--- src/rtl/lpi_scan_pkg.sv ---
package lpi_scan_pkg;

   typedef enum logic [2:0] {
      ST_IDLE = 3'd0,
      ST_PEND = 3'd1,
      ST_PICK = 3'd2,
      ST_CFG  = 3'd3,
      ST_FIN  = 3'd4
   } scan_state_t;

   typedef enum logic [1:0] {
      GRP_G0      = 2'b00,
      GRP_G1_SEC  = 2'b01,
      GRP_G1_NSEC = 2'b10
   } lpi_grp_t;

   localparam logic [7:0] PRIO_IDLE    = 8'hFF;
   localparam logic [7:0] PRIO_FIELD   = 8'hFC;
   localparam logic [7:0] SEC_PRIO_TOP = 8'h80;
   localparam int         CFG_EN_POS   = 0;

endpackage

--- src/rtl/lpi_prio_map.sv ---
module lpi_prio_map
   import lpi_scan_pkg::*;
(
   input  logic [7:0] cfg_byte,
   input  logic       sec_dis,
   output logic       entry_en,
   output logic [7:0] eff_prio
);

   logic [7:0] field;

   always_comb begin
      field    = cfg_byte & PRIO_FIELD;
      entry_en = cfg_byte[CFG_EN_POS];
      if (sec_dis) eff_prio = field;
      else         eff_prio = (field >> 1) | SEC_PRIO_TOP;
   end

endmodule

--- src/rtl/lpi_low_bit.sv ---
module lpi_low_bit #(
   parameter int W     = 8,
   localparam int IDX_W = (W > 1) ? $clog2(W) : 1
) (
   input  logic [W-1:0]     vec,
   output logic             any,
   output logic [IDX_W-1:0] idx
);

   logic [W-1:0] first;

   for (genvar i = 0; i < W; i++) begin : g_first
      if (i == 0) begin : g_lsb
         assign first[i] = vec[0];
      end else begin : g_up
         assign first[i] = vec[i] & ~(|vec[i-1:0]);
      end
   end

   always_comb begin
      idx = '0;
      for (int i = 0; i < W; i++) begin
         if (first[i]) idx = idx | IDX_W'(i);
      end
   end

   assign any = |vec;

endmodule

--- src/rtl/lpi_best_cmp.sv ---
module lpi_best_cmp #(
   parameter int ID_W   = 16,
   parameter int PRIO_W = 8
) (
   input  logic              cand_ok,
   input  logic [ID_W-1:0]   cand_id,
   input  logic [PRIO_W-1:0] cand_prio,
   input  logic [ID_W-1:0]   best_id,
   input  logic [PRIO_W-1:0] best_prio,
   output logic              take
);

   logic lower;
   logic tie_win;

   always_comb begin
      lower   = cand_prio < best_prio;
      tie_win = (cand_prio == best_prio) && (cand_id <= best_id);
      take    = cand_ok && (lower || tie_win);
   end

endmodule

--- src/rtl/lpi_pend_scan.sv ---
module lpi_pend_scan
   import lpi_scan_pkg::*;
#(
   parameter int ADDR_W     = 32,
   parameter int IDB_W      = 5,
   parameter int IDBITS_MAX = 15,
   parameter int LPI_BASE   = 8192,
   localparam int ID_W      = IDBITS_MAX + 1
) (
   input  logic              clk,
   input  logic              rst_n,
   input  logic              start,
   input  logic              lpi_en,
   input  logic              sec_dis,
   input  logic [ADDR_W-1:0] cfg_base,
   input  logic [ADDR_W-1:0] pend_base,
   input  logic [IDB_W-1:0]  id_bits,
   output logic              mem_req,
   output logic [ADDR_W-1:0] mem_addr,
   input  logic              mem_rvalid,
   input  logic [7:0]        mem_rdata,
   output logic              busy,
   output logic              done,
   output logic              best_valid,
   output logic [ID_W-1:0]   best_id,
   output logic [7:0]        best_prio,
   output logic [1:0]        best_grp
);

   localparam int END_W      = ID_W - 2;
   localparam int START_BYTE = LPI_BASE / 8;
   localparam logic [END_W-1:0] START_IDX = END_W'(START_BYTE);
   localparam logic [IDB_W-1:0] IDB_CAP   = IDB_W'(IDBITS_MAX);

   if (LPI_BASE % 8 != 0) begin : g_bad_align
      $error("LPI_BASE must be a multiple of 8");
   end
   if (IDBITS_MAX < 3) begin : g_bad_small
      $error("IDBITS_MAX must be at least 3");
   end
   if (IDBITS_MAX >= (1 << IDB_W)) begin : g_bad_field
      $error("IDBITS_MAX does not fit the id_bits field");
   end
   if (LPI_BASE >= (1 << ID_W)) begin : g_bad_base
      $error("LPI_BASE lies beyond the ID space");
   end
   if (ADDR_W < ID_W) begin : g_bad_addr
      $error("ADDR_W narrower than the ID space");
   end

   scan_state_t       state_q;
   logic [END_W-1:0]  byte_q;
   logic [END_W-1:0]  end_q;
   logic [ADDR_W-1:0] pbase_q;
   logic [ADDR_W-1:0] cbase_q;
   logic              sec_q;
   logic [7:0]        pend_q;
   logic [2:0]        bit_q;
   logic              vld_q;
   logic [ID_W-1:0]   bid_q;
   logic [7:0]        bprio_q;
   logic [1:0]        bgrp_q;

   logic [IDB_W-1:0]  idb_eff;
   logic [IDB_W:0]    shift_amt;
   logic [ID_W:0]     id_span;
   logic [END_W-1:0]  end_calc;
   logic              eligible;
   logic              range_ok;
   logic [END_W-1:0]  byte_nx;
   logic              last_byte;
   logic [ID_W-1:0]   cur_id;
   logic [ADDR_W-1:0] cfg_addr;
   logic [ADDR_W-1:0] pend_addr;

   logic              low_any;
   logic [2:0]        low_idx;
   logic              ent_en;
   logic [7:0]        ent_prio;
   logic              cand_take;

   always_comb begin
      idb_eff   = (id_bits > IDB_CAP) ? IDB_CAP : id_bits;
      shift_amt = {1'b0, idb_eff} + 1'b1;
      id_span   = (ID_W + 1)'(1) << shift_amt;
      end_calc  = id_span[ID_W:3];
      eligible  = lpi_en && (cfg_base != '0) && (pend_base != '0);
      range_ok  = START_IDX < end_calc;
      byte_nx   = byte_q + 1'b1;
      last_byte = byte_nx == end_q;
      cur_id    = {byte_q[ID_W-4:0], bit_q};
      cfg_addr  = cbase_q + ADDR_W'(cur_id) - ADDR_W'(LPI_BASE);
      pend_addr = pbase_q + ADDR_W'(byte_q);
   end

   lpi_low_bit #(.W(8)) u_low (
      .vec (pend_q),
      .any (low_any),
      .idx (low_idx)
   );

   lpi_prio_map u_map (
      .cfg_byte (mem_rdata),
      .sec_dis  (sec_q),
      .entry_en (ent_en),
      .eff_prio (ent_prio)
   );

   lpi_best_cmp #(.ID_W(ID_W), .PRIO_W(8)) u_cmp (
      .cand_ok   (ent_en),
      .cand_id   (cur_id),
      .cand_prio (ent_prio),
      .best_id   (bid_q),
      .best_prio (bprio_q),
      .take      (cand_take)
   );

   always_ff @(posedge clk or negedge rst_n) begin
      if (!rst_n) begin
         state_q <= ST_IDLE;
         byte_q  <= '0;
         end_q   <= '0;
         pbase_q <= '0;
         cbase_q <= '0;
         sec_q   <= 1'b0;
         pend_q  <= '0;
         bit_q   <= '0;
         vld_q   <= 1'b0;
         bid_q   <= '1;
         bprio_q <= PRIO_IDLE;
         bgrp_q  <= GRP_G0;
      end else begin
         unique case (state_q)
            ST_IDLE: begin
               if (start) begin
                  if (eligible) begin
                     byte_q  <= START_IDX;
                     end_q   <= end_calc;
                     pbase_q <= pend_base;
                     cbase_q <= cfg_base;
                     sec_q   <= sec_dis;
                     vld_q   <= 1'b0;
                     bid_q   <= '1;
                     bprio_q <= PRIO_IDLE;
                     bgrp_q  <= GRP_G0;
                     state_q <= range_ok ? ST_PEND : ST_FIN;
                  end else begin
                     state_q <= ST_FIN;
                  end
               end
            end
            ST_PEND: begin
               if (mem_rvalid) begin
                  pend_q  <= mem_rdata;
                  state_q <= ST_PICK;
               end
            end
            ST_PICK: begin
               if (low_any) begin
                  bit_q   <= low_idx;
                  state_q <= ST_CFG;
               end else begin
                  byte_q  <= byte_nx;
                  state_q <= last_byte ? ST_FIN : ST_PEND;
               end
            end
            ST_CFG: begin
               if (mem_rvalid) begin
                  pend_q[bit_q] <= 1'b0;
                  if (cand_take) begin
                     vld_q   <= 1'b1;
                     bid_q   <= cur_id;
                     bprio_q <= ent_prio;
                     bgrp_q  <= GRP_G1_NSEC;
                  end
                  state_q <= ST_PICK;
               end
            end
            ST_FIN: state_q <= ST_IDLE;
            default: state_q <= ST_IDLE;
         endcase
      end
   end

   assign mem_req    = (state_q == ST_PEND) || (state_q == ST_CFG);
   assign mem_addr   = (state_q == ST_CFG) ? cfg_addr : pend_addr;
   assign busy       = state_q != ST_IDLE;
   assign done       = state_q == ST_FIN;
   assign best_valid = vld_q;
   assign best_id    = bid_q;
   assign best_prio  = bprio_q;
   assign best_grp   = bgrp_q;

endmodule

--- config.mk ---
export PLATFORM = sky130hd
export DESIGN_NAME = lpi_pend_scan
export DESIGN_NICKNAME = d
export VERILOG_FILES = /design/src/rtl/lpi_scan_pkg.sv /design/src/rtl/lpi_prio_map.sv /design/src/rtl/lpi_low_bit.sv /design/src/rtl/lpi_best_cmp.sv /design/src/rtl/lpi_pend_scan.sv
export SDC_FILE = /design/constraint.sdc
export NUM_CORES = 1
export LEC_CHECK = 0
export ABC_AREA = 1
export BUFFER_PORTS_ARGS = -buffer_cell sky130_fd_sc_hd__buf_2
export CAP_MARGIN = 5
export CORE_ASPECT_RATIO = 1.2
export CORE_MARGIN = 2
export CORE_UTILIZATION = 50
export DETAILED_ROUTE_END_ITERATION = 16
export GPL_TIMING_DRIVEN = 0
export PLACE_DENSITY_LB_ADDON = 0.08
export SYNTH_ARGS = -nofsm -noshare
export SYNTH_HDL_FRONTEND = slang
export SYNTH_SLANG_ARGS = --single-unit
--- constraint.sdc ---
create_clock -name clk -period 3.41 [get_ports clk]
set_input_delay 0 -clock clk [delete_from_list [all_inputs] [get_ports clk]]
set_output_delay 0 -clock clk [all_outputs]
set_load 0.02 [all_outputs]
==> flow_summary.yaml, run 1 <==
yosys:
  synth_adder_area_share: 0.104
  yosysWarnings: 0
  synthMuxAreaShare: 0
  syn_inst: 1562
  synth_top_family_by_area: "simple AND/OR/NAND/NOR gates"
  synth.distinct_cells: 47
  synthSimpleGateAreaFrac: 0.332
  netlist_area_um2: 10500
  synth_xor_area_frac: 0.0125
  synth_top_area_share: 0.258
  synth-compound-area-share: 0.144
  yosys_register_bits: 132
  synth_area_leaders: "dfrtp_1, nand2_1, ha_1, inv_1, o21ai_0"
  synth_ff_type: "dfrtp_1"
  synth-async-reset-ratio: 1.00
  syn_nets: 1731
  yosysTopAreaCell: "dfrtp_1"
  avgSynthCellArea_um2: 6.71
  synth_seq_area_share: 0.318
  synth_edf_count: 0
place:
  placed_cell_area_um2: 11600
  hpwl_um: 26500
  io_buffers: 143
  dp.cells: 1976
  place_ws_ns: 0.294
  finalWeightedCongestion: 0.960
die:
  dieHeight_um: 163
  start_util: 0.505
  coreArea_um2: 20800
  die_area_um2: 22100
  dieWidth_um: 136
  pin_count: 145
  num_rows: 58
pwr:
  intPower_w: 0.00561
  p_per_area_nw_per_um2: 852
  p_clk_frac: 0.171
  p_switching_w: 0.00547
  peakVddDrop_v: 0.000537
  power.share.switching: 0.494
  combPwrFrac: 0.569
  seqPwrFrac: 0.261
  leakagePower_nw: 6.64
grt:
  grt_pass1_vias: 10900
  grtUsageTotal: 0.323
  antenna_found_initial: 0
  overflow: 0
  grt_start_max_net_pins: 84
  grt_pass1_wl_um: 54900
setup_path:
  cp_max_fo: 5
  regToRegSetupSlack_ns: 0.65
  slowest_delay_ns: 0.46
  cp_slowest_cell: "dfrtp_2"
  r2r-start: "sec_q"
  r2r-end: "best_grp[1]"
  arrival_ns: 3.22
  start_kind: "register"
  crit_buf_inv: 1
  cp-end-kind: "output pin"
  path_cells: "ha_1, ha_1, fa_1, nand2_1, nand3_1, o21a_1, nand2_1, nand2_1, a21oi_2, a21oi_1, o21ai_0, a21boi_1, buf_2"
  cp-startpoint: "bit_q[1]"
  cpLargestDelayFamily: "adder cells"
  crit_top_cell: "nand2_1"
  r2r_cells: 14
  required_ns: 3.41
  path_class: "reg -> out"
layout:
  nets: 1976
  multi_input_area_um2: 6230
  design_area_um2: 13000
  area_delta_synth_final_pct: 24.1
  drive_gt1_frac: 0.145
  fillers: 2011
  stdcell_count: 2090
  antennaDiodeCount: 0
  seq_area_um2: 3340
clock_network:
  clock_latency_ns: 0.44
  cts_buffers: 17
  clk_pin_slew_ns: 0.06
  clock_path_buffers: 2
  clock_sinks: 132
  cts_tree: "yes"
  cts-root-buf: "clkbuf_16"
  htreeDepth: 4
timing:
  max_slew_margin: 0.528
  post-route-min-period_ns: 3.22
  final.setup_skew_ns: 0.0161
  slew_violations: 0
  hold_violations: 0
  period_share: 0.946
  rsz0062_at_grt: "true"
  worstMarginPinSlew_ns: 0.704
  fmax_mhz: 310
  fin_ws_ns: 0.186
  setup_viol: 0
route:
  drtAntennaViolNets: 0
  postRouteWirelength_um: 35000
  vias_per_cell: 5.47
  route.vias.total: 11400
  drt_iter0_markers: 684
  first_pass_iters: 6
  drc: 0
  avgRoutedWirePerCell_um: 16.7
outcome:
  status: "finished, final reports clean"
min_path:
  min_from: "id_bits[0]"
  hold_depth: 6
  hold_end: "end_q[6]"
  hp-class: "in -> reg"
job:
  cap_violations: 0
[flip-flops by register name, indices dropped and copies added (netlist names)]
signal,cells
cbase_q,32
pbase_q,32
best_id,16
byte_q,14
end_q,14
best_prio,8
pend_q,8
bit_q,3
state_q,3
best_grp,1
sec_q,1
[layout by cell type, fill, tap and decap left out, drive strengths merged, types with 11 or more instances in the layout]
cell and count:
clkbuf 37, dlygate4sd3 80, dfrtp 108, nor3 19
ha 84, o22ai 15, nand2 498, nand3 115
buf 168, o21ai 136, xor2 11, a21oi 84
dfstp 24, inv 194, nor4 13, nand4 30
nor2 130
[worst reg2reg max path: cells and delay by family (launching register included)]
family | cells | cell delay [ns]
AOI/OAI and AO/OA | 2 | 0.58
adders and majority gates | 1 | 0.28
buffers and inverters | 3 | 0.50
DFF | 1 | 0.45
and+or+nand+nor | 8 | 0.87
[metrics by stage]
| step | util | total power, W | TNS, ns | hold slack, ns |
|---|---|---|---|---|
| 3_5_place_dp | 0.557 | 0.00900 | 0 | -0.0165 |
| 2_1_floorplan | - | 0.00703 | 0 | -0.296 |
| 3_3_place_gp | 0.555 | 0.00890 | 0 | 0.205 |
| 5_1_grt | 0.626 | 0.0120 | -0.000610 | 0.0568 |
| 6_report | 0.626 | 0.0111 | 0 | 0.0198 |
| 4_1_cts | 0.624 | 0.0110 | 0 | 0.0122 |
[how the worst max path moves through the flow]
stage	end	slack (ns)	cells past startpoint
after floorplan	mem_addr[21]	0.79	15
after global placement	mem_addr[30]	0.31	13
after detailed placement	mem_addr[30]	0.29	13
after CTS	mem_addr[22]	0.01	13
after global routing	mem_addr[29]	-0.0006	16
final	mem_addr[13]	0.19	13
[Yosys cell counts, types with 6 or more instances]
library cell  instances
nand2_1             494
inv_1               187
o21ai_0             130
nor2_1              125
nand3_1             114
dfrtp_1             108
ha_1                 84
a21oi_1              83
nand4_1              30
dfstp_2              24
nor3_1               16
clkbuf_1             15
o22ai_1              15
nor4_1               13
xor2_1               11
o21bai_1             10
a21o_1                9
buf_2                 9
buf_4                 9
nand3b_1              8
or2_2                 8
inv_2                 7
a21boi_0              6
[area by class of cell]
| class | instances | share of cell area |
|---|---|---|
| flip-flops and latches | 132 | 0.257 |
| clock inverters | 10 | 0.0103 |
| multi-input cells | 1198 | 0.480 |
| well taps | 270 | 0.0260 |
| plain buffers | 37 | 0.0153 |
| inverters | 195 | 0.0563 |
| clock buffers | 22 | 0.0349 |
| repair buffers | 226 | 0.120 |
[kinds of logic (layout without fill, tap and decap cells)]
logic type | Yosys count | after routing
adders and majority gates | 86 | 86
and+or+nand+nor | 822 | 822
AOI/OAI and AO/OA | 274 | 274
other | 1 | 1
buffers and inverters | 232 | 490
DFF | 132 | 132
xor gates and xnor gates | 15 | 15
[power by group through the flow]
| stage | Clock [W] | Combinational, W | Sequential, W |
|---|---|---|---|
| after floorplan | 0 | 0.00413 | 0.00290 |
| after global placement | 0 | 0.00601 | 0.00288 |
| after detailed placement | 0 | 0.00610 | 0.00289 |
| after CTS | 0.00189 | 0.00621 | 0.00287 |
| after global routing | 0.00197 | 0.00703 | 0.00296 |
| final | 0.00189 | 0.00630 | 0.00289 |
[routing by layer]
metal,up-vias,GRT usage,wire [um]
li1,5629,-,-
met1,5305,0.380,13900
met2,412,0.574,17700
met3,77,0.0470,1920
met4,0,0.151,1490
met5,-,0,0
[repair_timing]
item / in CTS / in global routing
cloned: 0 / 0
hold buffers: 80 / 0
pin swaps: 0 / 2
endpoints found under the hold margin: 133 / 0
endpoints found under the setup margin: 3 / 18
setup buffers: 0 / 2
resized for setup: 1 / 17
No activity file was read; power rests on OpenSTA's default activity.
==> inputs of run 2 (changes only) <==
--- a/config.mk
+++ b/config.mk
@@ -14,6 +14,7 @@
 export DETAILED_ROUTE_END_ITERATION = 16
 export GPL_TIMING_DRIVEN = 0
 export PLACE_DENSITY_LB_ADDON = 0.08
+export REMOVE_ABC_BUFFERS = 1
 export SYNTH_ARGS = -nofsm -noshare
 export SYNTH_HDL_FRONTEND = slang
 export SYNTH_SLANG_ARGS = --single-unit
==> flow_summary.yaml, run 2 (synthesis results as in run 1) <==
clock_network:
  clock_latency_ns: 0.44
  cts-root-buf: "clkbuf_16"
  clock_sinks: 132
  clock_path_buffers: 2
  htreeDepth: 4
  cts_buffers: 17
  clk_pin_slew_ns: 0.06
  cts_tree: "yes"
setup_path:
  crit_buf_inv: 2
  cp-end-kind: "output pin"
  cpLargestDelayFamily: "compound AO/OA/AOI/OAI gates"
  arrival_ns: 3.27
  start_kind: "register"
  slowest_delay_ns: 0.65
  path_class: "reg -> out"
  required_ns: 3.41
  cp_max_fo: 9
  path_cells: "ha_1, ha_1, inv_1, o21bai_1, a21oi_1, nand2_1, a21oi_4, o21ai_0, nor2_1, o21ai_0, buf_2"
  cp_slowest_cell: "dfrtp_1"
timing:
  hold_violations: 0
  max_slew_margin: 0.497
  rsz0062_at_grt: "false"
  setup_viol: 0
  final.setup_skew_ns: 0.0130
  fmax_mhz: 306
  period_share: 0.959
  post-route-min-period_ns: 3.27
  hold_ws_ns: 0.0423
  fin_tns_setup_ns: 0
  worstMarginPinSlew_ns: 0.755
  slew_violations: 0
pwr:
  power.share.switching: 0.493
  p_per_area_nw_per_um2: 839
  p_clk_frac: 0.172
  intPower_w: 0.00549
  seqPwrFrac: 0.266
  peakVddDrop_v: 0.000507
  p_switching_w: 0.00535
  combPwrFrac: 0.562
  leakagePower_nw: 6.55
grt:
  grtUsageTotal: 0.302
  antenna_found_initial: 1
  grt_pass1_wl_um: 52100
  grt_pass1_vias: 10500
  grt_start_max_net_pins: 109
  overflow: 0
layout:
  fillers: 2011
  nets: 1944
  finalCoreUtilization: 0.622
  layout_commonest_cell: "nand2_1"
  layout_common_cells: "nand2_1, inv_1, buf_2"
  multi_input_area_um2: 6260
  area_delta_synth_final_pct: 23.2
  drive_gt1_frac: 0.140
  seq_area_um2: 3340
die:
  dieHeight_um: 163
  coreArea_um2: 20800
  start_util: 0.505
  dieWidth_um: 136
  pin_count: 145
  die_area_um2: 22100
  num_rows: 58
route:
  first_pass_iters: 6
  drc: 0
  postRouteWirelength_um: 33300
  avgRoutedWirePerCell_um: 16.2
  drtAntennaViolNets: 0
  drt_iter0_markers: 603
  route.vias.total: 11100
  vias_per_cell: 5.41
outcome:
  status: "finished, final reports clean"
place:
  io_buffers: 143
  finalWeightedCongestion: 0.913
  hpwl_um: 24300
min_path:
  hp-class: "in -> async"
job:
  cap_violations: 0
==> run 2: changes by cell type in the layout (fill, tap and decap cells not counted), sizes merged <==
cell	before	now
bufinv	3	2
dlygate4sd3	80	81
buf	168	149
clkbuf	37	19
o21ai	136	137
inv	194	197
clkinv	6	7
diode	0	1
==> run 2: repair_timing <==
action,4_1_cts,5_1_grt
hold buffers,81,0
gates cloned,0,1
gates resized for setup,2,22
setup endpoints to repair,5,25
setup buffers,0,3
pin swaps,0,3
hold endpoints to repair,193,0
==> run 2: power groups by stage <==
| stage | combinational [W] | sequential [W] | clock [W] |
|---|---|---|---|
| after floorplan | 0.00403 | 0.00292 | 0 |
| after global placement | 0.00582 | 0.00289 | 0 |
| after detailed placement | 0.00592 | 0.00291 | 0 |
| after CTS | 0.00602 | 0.00289 | 0.00188 |
| after global routing | 0.00687 | 0.00295 | 0.00195 |
| final | 0.00609 | 0.00288 | 0.00186 |
==> run 2: worst paths after layout <==
| check | from | end | slack, ns | cells past startpoint |
|---|---|---|---|---|
| max in group asynchronous | rst_n | bit_q[1] | 2.51 | 3 |
| min reg2reg | best_id[7] | best_id[7] | 0.47 | 2 |
| max reg2reg | state_q[2] | best_grp[1] | 0.32 | 10 |
| min | rst_n | end_q[1] | 0.04 | 2 |
| max | byte_q[3] | mem_addr[17] | 0.14 | 11 |
| min in group clk | id_bits[0] | end_q[10] | 0.05 | 6 |
==> run 2: per-layer routing <==
layer / vias to the layer above / GRT usage / routed length (um)
met5: - / 0 / 0
met4: 0 / 0.124 / 1240
met3: 65 / 0.0392 / 1410
met2: 342 / 0.542 / 17000
met1: 5148 / 0.362 / 13700
li1: 5582 / - / -
==> run 2: cell type report <==
class / count / share of cell area
multi-input combinational: 1199 / 0.485
tap: 270 / 0.0262
clock buffer: 19 / 0.0335
antenna: 1 / 0.000194
sequential: 132 / 0.259
clock inverter: 13 / 0.0116
timing repair buffer: 230 / 0.127
inverter: 195 / 0.0571
==> run 2: metrics by stage <==
stage,total power [W],cells,setup slack [ns],instance area (um^2)
after global placement,0.00871,1938,-0.714,11300
after CTS,0.0108,2054,0.0143,12800
after global routing,0.0118,2059,0.00704,12900
after detailed placement,0.00882,1941,0.148,11400
final,0.0108,2059,0.140,12900
after floorplan,0.00695,1525,0.596,10300
==> inputs of run 3 (changes only) <==
--- a/config.mk
+++ b/config.mk
@@ -8,13 +8,17 @@
 export ABC_AREA = 1
 export BUFFER_PORTS_ARGS = -buffer_cell sky130_fd_sc_hd__buf_2
 export CAP_MARGIN = 5
+export CELL_PAD_IN_SITES_DETAIL_PLACEMENT = 1
+export CELL_PAD_IN_SITES_GLOBAL_PLACEMENT = 2
 export CORE_ASPECT_RATIO = 1.2
 export CORE_MARGIN = 2
-export CORE_UTILIZATION = 50
+export CORE_UTILIZATION = 36
+export CTS_BUF_LIST = sky130_fd_sc_hd__clkbuf_2
 export DETAILED_ROUTE_END_ITERATION = 16
 export GPL_TIMING_DRIVEN = 0
 export PLACE_DENSITY_LB_ADDON = 0.08
 export REMOVE_ABC_BUFFERS = 1
+export SETUP_SLACK_MARGIN = 0.15
 export SYNTH_ARGS = -nofsm -noshare
 export SYNTH_HDL_FRONTEND = slang
 export SYNTH_SLANG_ARGS = --single-unit
==> flow_summary.yaml, run 3 (synthesis results as in run 1) <==
route:
  route.vias.total: 12100
  postRouteWirelength_um: 43200
  drtAntennaViolNets: 0
  avgRoutedWirePerCell_um: 18.7
  first_pass_iters: 4
  drt_iter0_markers: 444
  drc: 0
  vias_per_cell: 5.22
place:
  placed_cell_area_um2: 11600
  place_ws_ns: 0.152
  io_buffers: 143
  hpwl_um: 29300
  finalWeightedCongestion: 0.875
timing:
  fmax_mhz: 299
  post-route-min-period_ns: 3.35
  period_share: 0.981
  max_slew_margin: 0.463
  fin_ws_ns: 0.0634
  setup_viol: 0
  worstMarginPinSlew_ns: 0.797
  hold_violations: 0
  final.setup_skew_ns: 0.0379
  slew_violations: 0
  rsz0062_at_grt: "true"
die:
  coreArea_um2: 28700
  num_rows: 68
  die_area_um2: 30500
  pin_count: 145
  start_util: 0.365
  dieWidth_um: 160
  dieHeight_um: 191
clock_network:
  cts-root-buf: "clkbuf_2"
  cts_buffers: 17
  clock_sinks: 132
  clock_latency_ns: 0.85
  clk_pin_slew_ns: 0.21
  cts_tree: "yes"
  clock_path_buffers: 2
  htreeDepth: 4
setup_path:
  required_ns: 3.41
  path_class: "reg -> out"
  cpLargestDelayFamily: "simple AND/OR/NAND/NOR gates"
  cp_max_fo: 4
  cp-end-kind: "output pin"
  cp_slowest_cell: "dfrtp_2"
  slowest_delay_ns: 0.53
  crit_top_cell: "nand2_2"
  path_cells: "ha_1, ha_4, nand2_1, nor2_4, inv_1, nor2_2, nand2_2, nand2_4, nand2_2, nand3b_1, nand3_2, o21ai_2, buf_6"
  arrival_ns: 3.35
  start_kind: "register"
  crit_buf_inv: 2
outcome:
  status: "finished, final reports clean"
job:
  cap_violations: 0
pwr:
  total_power_w: 0.0118
  p_per_area_nw_per_um2: 775
  peakVddDrop_v: 0.000437
  leakagePower_nw: 7.21
layout:
  nets: 2085
  layout_common_cells: "nand2_1, inv_1, dlygate4sd3_1"
  drive_gt1_frac: 0.252
  fillers: 3634
  design_area_um2: 15200
  area_delta_synth_final_pct: 45.1
  layout_commonest_cell: "nand2_1"
grt:
  grt_pass1_vias: 13100
  grtUsageTotal: 0.290
  grt_pass1_wl_um: 69300
  overflow: 0
  antenna_found_initial: 2
  grt_start_max_net_pins: 79
min_path:
  hp-class: "in -> reg"
[run 3: tightest hold or removal path: cells and delay by family]
kind                   cells  cell delay (ns)
AO/OA/AOI/OAI              1             0.08
AND/OR/NAND/NOR            2             0.18
buffers and inverters      2             0.64
[run 3: metal layers]
| layer | share of wire | track usage | vias up |
|---|---|---|---|
| met4 | 0.039 | 0.126 | 0 |
| met2 | 0.53 | 0.551 | 243 |
| met1 | 0.40 | 0.319 | 5900 |
| li1 | - | - | 5851 |
| met3 | 0.031 | 0.0435 | 94 |
| met5 | 0 | 0 | - |
[run 3: area by class of cell]
type	instances	area [um^2]	area share
sequential	132	3350	0.221
inverter	195	747	0.0491
clock buffer	18	90.1	0.00593
antenna	3	7.51	0.000494
clock inverter	14	185	0.0122
timing repair buffer	372	3100	0.204
tap	385	482	0.0317
multi-input combinational	1198	7240	0.476
[run 3: through the flow]
stage	setup TNS, ns	util	hold WS, ns	std cells
after floorplan	0	-	-0.296	1525
after global placement	-28.10	0.400	0.198	2053
after detailed placement	0	0.404	0.00861	2057
after CTS	-0.0575	0.511	0.0382	2304
after global routing	-0.485	0.530	0.107	2316
final	0	0.530	0.0918	2317
[run 3: power by group]
group	leakage [nW]	internal (W)	switching (W)
Clock	0.163	0.000483	0.000697
Combinational	5.44	0.00290	0.00479
Sequential	1.61	0.00230	0.000612
Total	7.21	0.00568	0.00610
[run 3: what timing repair did]
item	4_1_cts	5_1_grt
endpoints found under the hold margin	246	0
setup endpoints to repair	27	51
hold buffers	168	0
setup buffers	47	10
resized for setup	195	126
pin swaps	45	42
[run 3: final timing paths]
kind	from	end	slack, ns	depth (start not counted)
hold reg to reg	best_prio[6]	best_prio[6]	0.49	2
setup reg to reg	state_q[2]	pbase_q[16]	0.48	8
hold / removal	id_bits[1]	end_q[7]	0.09	5
min in group asynchronous	rst_n	pbase_q[25]	0.25	4
setup / recovery	byte_q[9]	mem_addr[19]	0.06	13
max in group asynchronous	rst_n	best_id[0]	2.71	4
